File: src/rtl/fpcls_pkg.sv
package fpcls_pkg;

  localparam int unsigned NUM_FMTS  = 5;
  localparam int unsigned FMT_SEL_W = 3;
  localparam int unsigned CLASS_W   = 10;
  localparam int unsigned INFO_W    = 8;

  // class mask bit positions
  localparam int unsigned CLS_NEG_INF  = 0;
  localparam int unsigned CLS_NEG_NORM = 1;
  localparam int unsigned CLS_NEG_SUB  = 2;
  localparam int unsigned CLS_NEG_ZERO = 3;
  localparam int unsigned CLS_POS_ZERO = 4;
  localparam int unsigned CLS_POS_SUB  = 5;
  localparam int unsigned CLS_POS_NORM = 6;
  localparam int unsigned CLS_POS_INF  = 7;
  localparam int unsigned CLS_SNAN     = 8;
  localparam int unsigned CLS_QNAN     = 9;

  // info flag bit positions
  localparam int unsigned INF_NORMAL = 0;
  localparam int unsigned INF_SUB    = 1;
  localparam int unsigned INF_ZERO   = 2;
  localparam int unsigned INF_INF    = 3;
  localparam int unsigned INF_NAN    = 4;
  localparam int unsigned INF_SIG    = 5;
  localparam int unsigned INF_QUIET  = 6;
  localparam int unsigned INF_BOXED  = 7;

  function automatic int unsigned fmt_exp_w(int unsigned f);
    case (f)
      0: return 8;
      1: return 11;
      2: return 5;
      3: return 5;
      4: return 8;
      default: return 0;
    endcase
  endfunction

  function automatic int unsigned fmt_man_w(int unsigned f);
    case (f)
      0: return 23;
      1: return 52;
      2: return 10;
      3: return 2;
      4: return 7;
      default: return 0;
    endcase
  endfunction

  function automatic int unsigned fmt_width(int unsigned f);
    return fmt_exp_w(f) + fmt_man_w(f) + 1;
  endfunction

  function automatic int unsigned min_fmt_width();
    int unsigned res;
    res = fmt_width(0);
    for (int unsigned f = 1; f < NUM_FMTS; f++)
      if (fmt_width(f) < res) res = fmt_width(f);
    return res;
  endfunction

endpackage

File: src/rtl/fpcls_lane.sv
module fpcls_lane
  import fpcls_pkg::*;
#(
  parameter int unsigned EXP_W = 8,
  parameter int unsigned MAN_W = 23
) (
  input  logic [EXP_W+MAN_W:0]  val_i,
  input  logic                  boxed_i,
  output logic [CLASS_W-1:0]    mask_o,
  output logic [INFO_W-1:0]     info_o
);

  logic             sign;
  logic [EXP_W-1:0] expo;
  logic [MAN_W-1:0] man;
  logic             exp_ones, exp_zero, man_zero;

  assign sign     = val_i[EXP_W+MAN_W];
  assign expo     = val_i[EXP_W+MAN_W-1:MAN_W];
  assign man      = val_i[MAN_W-1:0];
  assign exp_ones = &expo;
  assign exp_zero = ~|expo;
  assign man_zero = ~|man;

  always_comb begin
    mask_o = '0;
    info_o = '0;
    if (!boxed_i) begin
      // broken box reads as quiet NaN
      mask_o[CLS_QNAN]  = 1'b1;
      info_o[INF_NAN]   = 1'b1;
      info_o[INF_QUIET] = 1'b1;
    end else begin
      info_o[INF_BOXED] = 1'b1;
      if (exp_ones && !man_zero) begin
        info_o[INF_NAN] = 1'b1;
        if (man[MAN_W-1]) begin
          mask_o[CLS_QNAN]  = 1'b1;
          info_o[INF_QUIET] = 1'b1;
        end else begin
          mask_o[CLS_SNAN] = 1'b1;
          info_o[INF_SIG]  = 1'b1;
        end
      end else if (exp_ones) begin
        info_o[INF_INF] = 1'b1;
        if (sign) mask_o[CLS_NEG_INF] = 1'b1;
        else      mask_o[CLS_POS_INF] = 1'b1;
      end else if (exp_zero && man_zero) begin
        info_o[INF_ZERO] = 1'b1;
        if (sign) mask_o[CLS_NEG_ZERO] = 1'b1;
        else      mask_o[CLS_POS_ZERO] = 1'b1;
      end else if (exp_zero) begin
        info_o[INF_SUB] = 1'b1;
        if (sign) mask_o[CLS_NEG_SUB] = 1'b1;
        else      mask_o[CLS_POS_SUB] = 1'b1;
      end else begin
        info_o[INF_NORMAL] = 1'b1;
        if (sign) mask_o[CLS_NEG_NORM] = 1'b1;
        else      mask_o[CLS_POS_NORM] = 1'b1;
      end
    end
  end

endmodule

File: src/rtl/fpcls_slice.sv
module fpcls_slice
  import fpcls_pkg::*;
#(
  parameter int unsigned WIDTH   = 64,
  parameter int unsigned FMT_IDX = 0,
  parameter int unsigned LANES   = 8
) (
  input  logic [WIDTH-1:0]          op_i,
  input  logic                      vec_en_i,
  output logic [LANES*CLASS_W-1:0]  mask_o,
  output logic [LANES*INFO_W-1:0]   info_o,
  output logic                      supported_o
);

  localparam int unsigned EW     = fmt_exp_w(FMT_IDX);
  localparam int unsigned MW     = fmt_man_w(FMT_IDX);
  localparam int unsigned FW     = EW + MW + 1;
  localparam int unsigned VLANES = WIDTH / FW;

  if (FW > WIDTH) begin : g_unsup
    assign mask_o      = '0;
    assign info_o      = '0;
    assign supported_o = 1'b0;
  end else begin : g_sup
    logic box_ok;

    assign supported_o = 1'b1;

    if (FW < WIDTH) begin : g_box
      assign box_ok = &op_i[WIDTH-1:FW];
    end else begin : g_full
      assign box_ok = 1'b1;
    end

    for (genvar l = 0; l < LANES; l++) begin : g_lane
      if (l < VLANES) begin : g_act
        localparam bit IS_L0 = (l == 0);
        logic [CLASS_W-1:0] m;
        logic [INFO_W-1:0]  f;
        logic               active;

        fpcls_lane #(
          .EXP_W (EW),
          .MAN_W (MW)
        ) u_lane (
          .val_i   (op_i[l*FW +: FW]),
          .boxed_i (vec_en_i | box_ok),
          .mask_o  (m),
          .info_o  (f)
        );

        assign active = vec_en_i | IS_L0;
        assign mask_o[l*CLASS_W +: CLASS_W] = active ? m : '0;
        assign info_o[l*INFO_W +: INFO_W]   = active ? f : '0;
      end else begin : g_idle
        assign mask_o[l*CLASS_W +: CLASS_W] = '0;
        assign info_o[l*INFO_W +: INFO_W]   = '0;
      end
    end
  end

endmodule

File: src/rtl/fpcls_out_stage.sv
module fpcls_out_stage #(
  parameter int unsigned MASK_W = 80,
  parameter int unsigned INFO_W = 64
) (
  input  logic              clk_i,
  input  logic              rst_ni,
  input  logic              in_valid_i,
  output logic              in_ready_o,
  input  logic [MASK_W-1:0] mask_i,
  input  logic [INFO_W-1:0] info_i,
  input  logic              err_i,
  output logic              out_valid_o,
  input  logic              out_ready_i,
  output logic [MASK_W-1:0] mask_o,
  output logic [INFO_W-1:0] info_o,
  output logic              err_o
);

  assign in_ready_o = out_ready_i | ~out_valid_o;

  always_ff @(posedge clk_i or negedge rst_ni) begin
    if (!rst_ni) begin
      out_valid_o <= 1'b0;
      mask_o      <= '0;
      info_o      <= '0;
      err_o       <= 1'b0;
    end else if (in_valid_i && in_ready_o) begin
      out_valid_o <= 1'b1;
      mask_o      <= mask_i;
      info_o      <= info_i;
      err_o       <= err_i;
    end else if (out_ready_i) begin
      out_valid_o <= 1'b0;
    end
  end


  stall_hold_chk: assert property (@(posedge clk_i) disable iff (!rst_ni)
    (out_valid_o && !out_ready_i) |=>
      (out_valid_o && $stable(mask_o) && $stable(info_o) && $stable(err_o)));


  accept_valid_chk: assert property (@(posedge clk_i) disable iff (!rst_ni)
    (in_valid_i && in_ready_o) |=> out_valid_o);


  drain_chk: assert property (@(posedge clk_i) disable iff (!rst_ni)
    (!in_valid_i && out_ready_i) |=> !out_valid_o);

endmodule

File: src/rtl/fpcls_top.sv
module fpcls_top
  import fpcls_pkg::*;
#(
  parameter int unsigned WIDTH = 64,
  localparam int unsigned LANES  = WIDTH / min_fmt_width(),
  localparam int unsigned MASK_W = LANES * CLASS_W,
  localparam int unsigned FLAG_W = LANES * INFO_W
) (
  input  logic                 clk_i,
  input  logic                 rst_ni,
  input  logic                 in_valid_i,
  output logic                 in_ready_o,
  input  logic [FMT_SEL_W-1:0] fmt_i,
  input  logic                 vec_en_i,
  input  logic [WIDTH-1:0]     operand_i,
  output logic                 out_valid_o,
  input  logic                 out_ready_i,
  output logic [MASK_W-1:0]    class_mask_o,
  output logic [FLAG_W-1:0]    info_o,
  output logic                 fmt_err_o
);

  logic [MASK_W-1:0] slice_mask [NUM_FMTS];
  logic [FLAG_W-1:0] slice_info [NUM_FMTS];
  logic [NUM_FMTS-1:0] fmt_sup;

  for (genvar f = 0; f < NUM_FMTS; f++) begin : g_fmt
    fpcls_slice #(
      .WIDTH   (WIDTH),
      .FMT_IDX (f),
      .LANES   (LANES)
    ) u_slice (
      .op_i        (operand_i),
      .vec_en_i    (vec_en_i),
      .mask_o      (slice_mask[f]),
      .info_o      (slice_info[f]),
      .supported_o (fmt_sup[f])
    );
  end

  logic [MASK_W-1:0] sel_mask;
  logic [FLAG_W-1:0] sel_info;
  logic              sel_err;

  always_comb begin
    sel_mask = '0;
    sel_info = '0;
    sel_err  = 1'b1;
    for (int f = 0; f < NUM_FMTS; f++) begin
      if (fmt_i == FMT_SEL_W'(f) && fmt_sup[f]) begin
        sel_mask = slice_mask[f];
        sel_info = slice_info[f];
        sel_err  = 1'b0;
      end
    end
  end

  fpcls_out_stage #(
    .MASK_W (MASK_W),
    .INFO_W (FLAG_W)
  ) u_out (
    .clk_i       (clk_i),
    .rst_ni      (rst_ni),
    .in_valid_i  (in_valid_i),
    .in_ready_o  (in_ready_o),
    .mask_i      (sel_mask),
    .info_i      (sel_info),
    .err_i       (sel_err),
    .out_valid_o (out_valid_o),
    .out_ready_i (out_ready_i),
    .mask_o      (class_mask_o),
    .info_o      (info_o),
    .err_o       (fmt_err_o)
  );


  err_zero_chk: assert property (@(posedge clk_i) disable iff (!rst_ni)
    (out_valid_o && fmt_err_o) |-> (class_mask_o == '0 && info_o == '0));

  for (genvar l = 0; l < LANES; l++) begin : g_chk

    lane_onehot_chk: assert property (@(posedge clk_i) disable iff (!rst_ni)
      out_valid_o |-> $onehot0(class_mask_o[l*CLASS_W +: CLASS_W]));


    nan_class_chk: assert property (@(posedge clk_i) disable iff (!rst_ni)
      (out_valid_o && info_o[l*INFO_W + INF_NAN]) |->
        (class_mask_o[l*CLASS_W + CLS_SNAN] || class_mask_o[l*CLASS_W + CLS_QNAN]));
  end

endmodule

File: config.mk
export PLATFORM = sky130hd
export DESIGN_NAME = fpcls_top
export DESIGN_NICKNAME = d
export VERILOG_FILES = /design/src/rtl/fpcls_pkg.sv /design/src/rtl/fpcls_lane.sv /design/src/rtl/fpcls_slice.sv /design/src/rtl/fpcls_out_stage.sv /design/src/rtl/fpcls_top.sv
export SDC_FILE = /design/constraint.sdc
export NUM_CORES = 1
export LEC_CHECK = 0
export BUFFER_PORTS_ARGS = -buffer_cell sky130_fd_sc_hd__buf_2
export CAP_MARGIN = 20
export CORE_ASPECT_RATIO = 1.4
export CORE_MARGIN = 2
export CORE_UTILIZATION = 56
export DETAILED_ROUTE_END_ITERATION = 8
export GPL_TIMING_DRIVEN = 0
export PLACE_DENSITY_LB_ADDON = 0.3
export SLEW_MARGIN = 20
export SYNTH_ARGS = -nofsm -noshare
export SYNTH_HDL_FRONTEND = slang
export SYNTH_SLANG_ARGS = --single-unit
File: constraint.sdc
create_clock -name clk_i -period 3.75 [get_ports clk_i]
set_clock_uncertainty 0.1 [all_clocks]
set_input_delay 0.1875 -clock clk_i [delete_from_list [all_inputs] [get_ports clk_i]]
set_output_delay 0.1875 -clock clk_i [all_outputs]
set_load 0.02 [all_outputs]
==> metrics.cfg <==
[yosys]
count_of_distinct_cell_types_in_the_synthesized_netlist = 62
synthesis.instances = 839
sequential_fraction_of_the_synthesis_area_pct = 44.8
synth_area_leaders = sky130_fd_sc_hd__dfrtp_1, sky130_fd_sc_hd__nand2_1, sky130_fd_sc_hd__nor2_1
adder_cell_area_share_of_the_yosys_netlist_pct = 0
synth_largest_area_cell = sky130_fd_sc_hd__dfrtp_1
synthesized_area_per_cell_um2 = 8.39
synth_mux_area_share_pct = 0
post_synth_xor_area_fraction_pct = 0
synth_compound_area_share_pct = 21.6
synthSimpleGateAreaFrac_pct = 27.7
synthDominantCellAreaShare_pct = 44.8
postSynthNetCount = 911
synthArstFlopShare_pct = 100
synth-edff-count = 0
synth.most_common_cell = sky130_fd_sc_hd__nand2_1
synth_area_um2 = 7040
main_combinational_cell_family_by_area_after_synthesis = simple AND/OR/NAND/NOR gates
ys.warnings.count = 0
yosys-top-cells-count = sky130_fd_sc_hd__nand2_1, sky130_fd_sc_hd__dfrtp_1, sky130_fd_sc_hd__nor2_1, sky130_fd_sc_hd__o21ai_0, sky130_fd_sc_hd__clkbuf_1
synth_ff_type = sky130_fd_sc_hd__dfrtp_1
postSynthRegisterBits = 126

[timing]
grt_setup_unrepaired = false
max_slew_margin_pct = 24.1
finalWorstPathRequiredPeriod_ns = 3.27
totalNegativeSetupSlack_ns = 0
postLayoutSetupSlackWorst_ns = 0.483
timing.final.setup_violations = 0
report.final.hold_viol_count = 0
worst-slew-pin-transition_ns = 1.13
achievable-frequency_mhz = 306
min_period_over_period_pct = 87.1
timing_max_transition_violations_final = 0

[pwr]
irDropWorstVdd_uv = 281
power_per_cell_area_nw_per_um2 = 416
cellLeakagePower_nw = 4.53

[die]
floorplan.initialDensity_pct = 57.2
die_area_um2 = 13500
top_level_ports = 219
chipHeight_um = 137
fp.coreArea_um2 = 12300
die_w_um = 98.8
core.rowCount = 48

[global_routing]
groute.usage.overall_pct = 44.2
global_route_wire_length_before_repair_um = 45400
maximum_number_of_pins_on_one_net_before_global_route_repair = 80
grt.overflow.total = 0
grt_antenna_before_repair = 0
first_global_vias = 8161

[clocking]
clk_pin_slew_worst_paths_ns = 0.06
cts_tree = yes
cts-root-buf = sky130_fd_sc_hd__clkbuf_16
post-cts-setup-buffers = 0
htree_levels = 4
cts_made_buffers = 17
cts.sinks = 126
clock_insertion_delay_worst_skew_ns = 0.43
cts_max_path_buffers = 2
ctsResizeCount = 0

[critical_path]
crit_chain = nand2b_1 > nand2_1 > clkbuf_1 > clkbuf_1 > clkbuf_1 > nand2_1 > o41ai_1 > dlygate4sd3_1
timing.critical_path.slowest_stage_cell = sky130_fd_sc_hd__dlygate4sd3_1
cp.required_ns = 4.01
r2r-end = u_out.info_o[45]
slack_of_the_worst_reg_to_reg_path_ns = 0.48
crit_path_start = u_out.out_valid_o
worst-setup-path-type = reg -> reg
critical_path.top_delay_family = buffers and inverters
worst-endpoint-arrival_ns = 3.53
r2r.worst_path.cells = 8
largest_stage_delay_worst_path_ns = 0.61
critical_path.reg2reg.startpoint = u_out.out_valid_o
critical_path.n_buffers_inverters = 4
critical_path_peak_fanout = 10
worst_setup_path_start_kind = flip-flop
endpoint_kind = flip-flop
crit_path_frequent_cell = sky130_fd_sc_hd__clkbuf_1

[routing]
post_drt_via_cell_ratio = 6.77
met2WireLength_um = 14100
route.vias.total = 8476
first_iter_violations = 987
topRoutingLayerUsed = met4
post-route-drc-count = 1
drtPass1Iterations = 9
m1WireLength_um = 10200
drtAntennaViolNets = 0
route.met3.wl_um = 3370
route.detailed.wl_per_inst_um = 24.0
detail_route.wirelength_um = 30000

[min_path]
worst_hold_path.num_cells = 4
worst_hold_path.endpoint = u_out.mask_o[8]
holdCritPathClass = in -> reg
min_from = operand_i[1]

[finish]
layout_cells_sized_above_1_pct = 25.9
syn_to_final_growth_pct = 30.0
seqCellArea_um2 = 3150
multi_input_comb_area_um2 = 3480
nFillCells = 910
finish.net_count = 1162
diodes = 0

[place]
dp_hpwl_um = 21800
globalplace.congestion = 1.06
preCtsSetupSlack_ns = 0.587
port-buffer-count = 216

[outcome]
failed_checks = DRC
outcome = finished, violations left

[run]
maxCapViolCount = 0

==> worst max path at each step <==
| stage | endpoint | slack [ns] | cells past startpoint |
|---|---|---|---|
| after floorplan | u_out.info_o[1] | 1.07 | 9 |
| after global placement | u_out.mask_o[0] | 0.57 | 9 |
| after detailed placement | u_out.mask_o[0] | 0.59 | 9 |
| after CTS | u_out.info_o[45] | 0.65 | 8 |
| after global routing | u_out.info_o[45] | 0.39 | 8 |
| final | u_out.info_o[45] | 0.48 | 8 |
==> flip-flops by register name (all words and copies together) (netlist names) <==
register	count
u_out.err_o	1
u_out.mask_o	72
u_out.out_valid_o	1
u_out.info_o	52
==> per-stage QoR <==
| step | util (%) | hold slack (ns) | total power [mW] | std cells | area (um^2) |
|---|---|---|---|---|---|
| after global routing | 74.4 | 0.0345 | 3.89 | 1252 | 9160 |
| after global placement | 67.5 | 0.314 | 1.92 | 1205 | 8310 |
| final | 74.4 | 0.00612 | 3.81 | 1252 | 9160 |
| after CTS | 74.4 | 0.00669 | 3.78 | 1252 | 9160 |
| after detailed placement | 67.8 | 0.0592 | 1.93 | 1206 | 8350 |
| after floorplan | - | -0.208 | 1.68 | 839 | 7040 |
==> where the power goes <==
group          switching (mW)  internal [mW]  leakage, nW
clock network           0.684           1.19        0.322
registers              0.0265           1.40         1.72
logic                   0.365          0.145         2.49
total                    1.08           2.74         4.53
==> cells in the final DEF, fill, tap and decap left out, types with 4 or more instances in the layout <==
cell type and count:
sky130_fd_sc_hd__a211o_1 4, sky130_fd_sc_hd__a21o_1 4, sky130_fd_sc_hd__a21oi_1 20, sky130_fd_sc_hd__a221o_1 9, sky130_fd_sc_hd__a22o_1 9, sky130_fd_sc_hd__a22oi_1 13, sky130_fd_sc_hd__a31oi_1 8, sky130_fd_sc_hd__a32o_1 5
sky130_fd_sc_hd__a32oi_1 8, sky130_fd_sc_hd__and2_1 7, sky130_fd_sc_hd__and3_1 17, sky130_fd_sc_hd__buf_2 216, sky130_fd_sc_hd__buf_4 20, sky130_fd_sc_hd__bufinv_16 5, sky130_fd_sc_hd__clkbuf_1 49, sky130_fd_sc_hd__clkbuf_16 17
sky130_fd_sc_hd__dfrtp_1 126, sky130_fd_sc_hd__dlygate4sd3_1 15, sky130_fd_sc_hd__inv_1 17, sky130_fd_sc_hd__nand2_1 144, sky130_fd_sc_hd__nand2b_1 7, sky130_fd_sc_hd__nand3_1 47, sky130_fd_sc_hd__nand4_1 16, sky130_fd_sc_hd__nor2_1 82
sky130_fd_sc_hd__nor2b_1 4, sky130_fd_sc_hd__nor3_1 32, sky130_fd_sc_hd__nor3b_1 4, sky130_fd_sc_hd__nor4_1 13, sky130_fd_sc_hd__o211ai_1 4, sky130_fd_sc_hd__o21ai_0 57, sky130_fd_sc_hd__o221ai_1 12, sky130_fd_sc_hd__o22ai_1 12
sky130_fd_sc_hd__o31ai_1 12, sky130_fd_sc_hd__or2_2 7, sky130_fd_sc_hd__or3_1 13, sky130_fd_sc_hd__or4_1 6
==> timing repair <==
action / in CTS / in global routing
hold buffers: 15 / 0
setup endpoints to repair: 0 / 0
endpoints found under the hold margin: 61 / 0
==> area by class of cell <==
| cell class | count | share of cell area (%) |
|---|---|---|
| flip-flops and latches | 126 | 34.4 |
| repair buffers | 232 | 13.8 |
| clock inverters | 14 | 2.51 |
| clock buffers | 17 | 4.65 |
| plain buffers | 71 | 3.83 |
| inverters | 17 | 0.697 |
| multi-input cells | 625 | 38.0 |
| well taps | 150 | 2.05 |
==> kinds of logic after synthesis <==
family                 count (synthesis)
and+or+nand+nor                      410
AOI/OAI and AO/OA                    215
DFF                                  126
buffers and inverters                 88
==> metal layers <==
layer / track usage (%) / up-vias
met1: 52.4 / 3909
li1: - / 3591
met5: 0 / -
met3: 9.09 / 211
met2: 71.3 / 765
met4: 31.9 / 0
==> tightest hold or removal path, delay by kind of cell <==
family | cells | cell delay, ns
AO/OA/AOI/OAI | 1 | 0.08
buffers and inverters | 2 | 0.17
AND/OR/NAND/NOR | 1 | 0.07
Note: power is estimated with default switching activity, not from simulation.
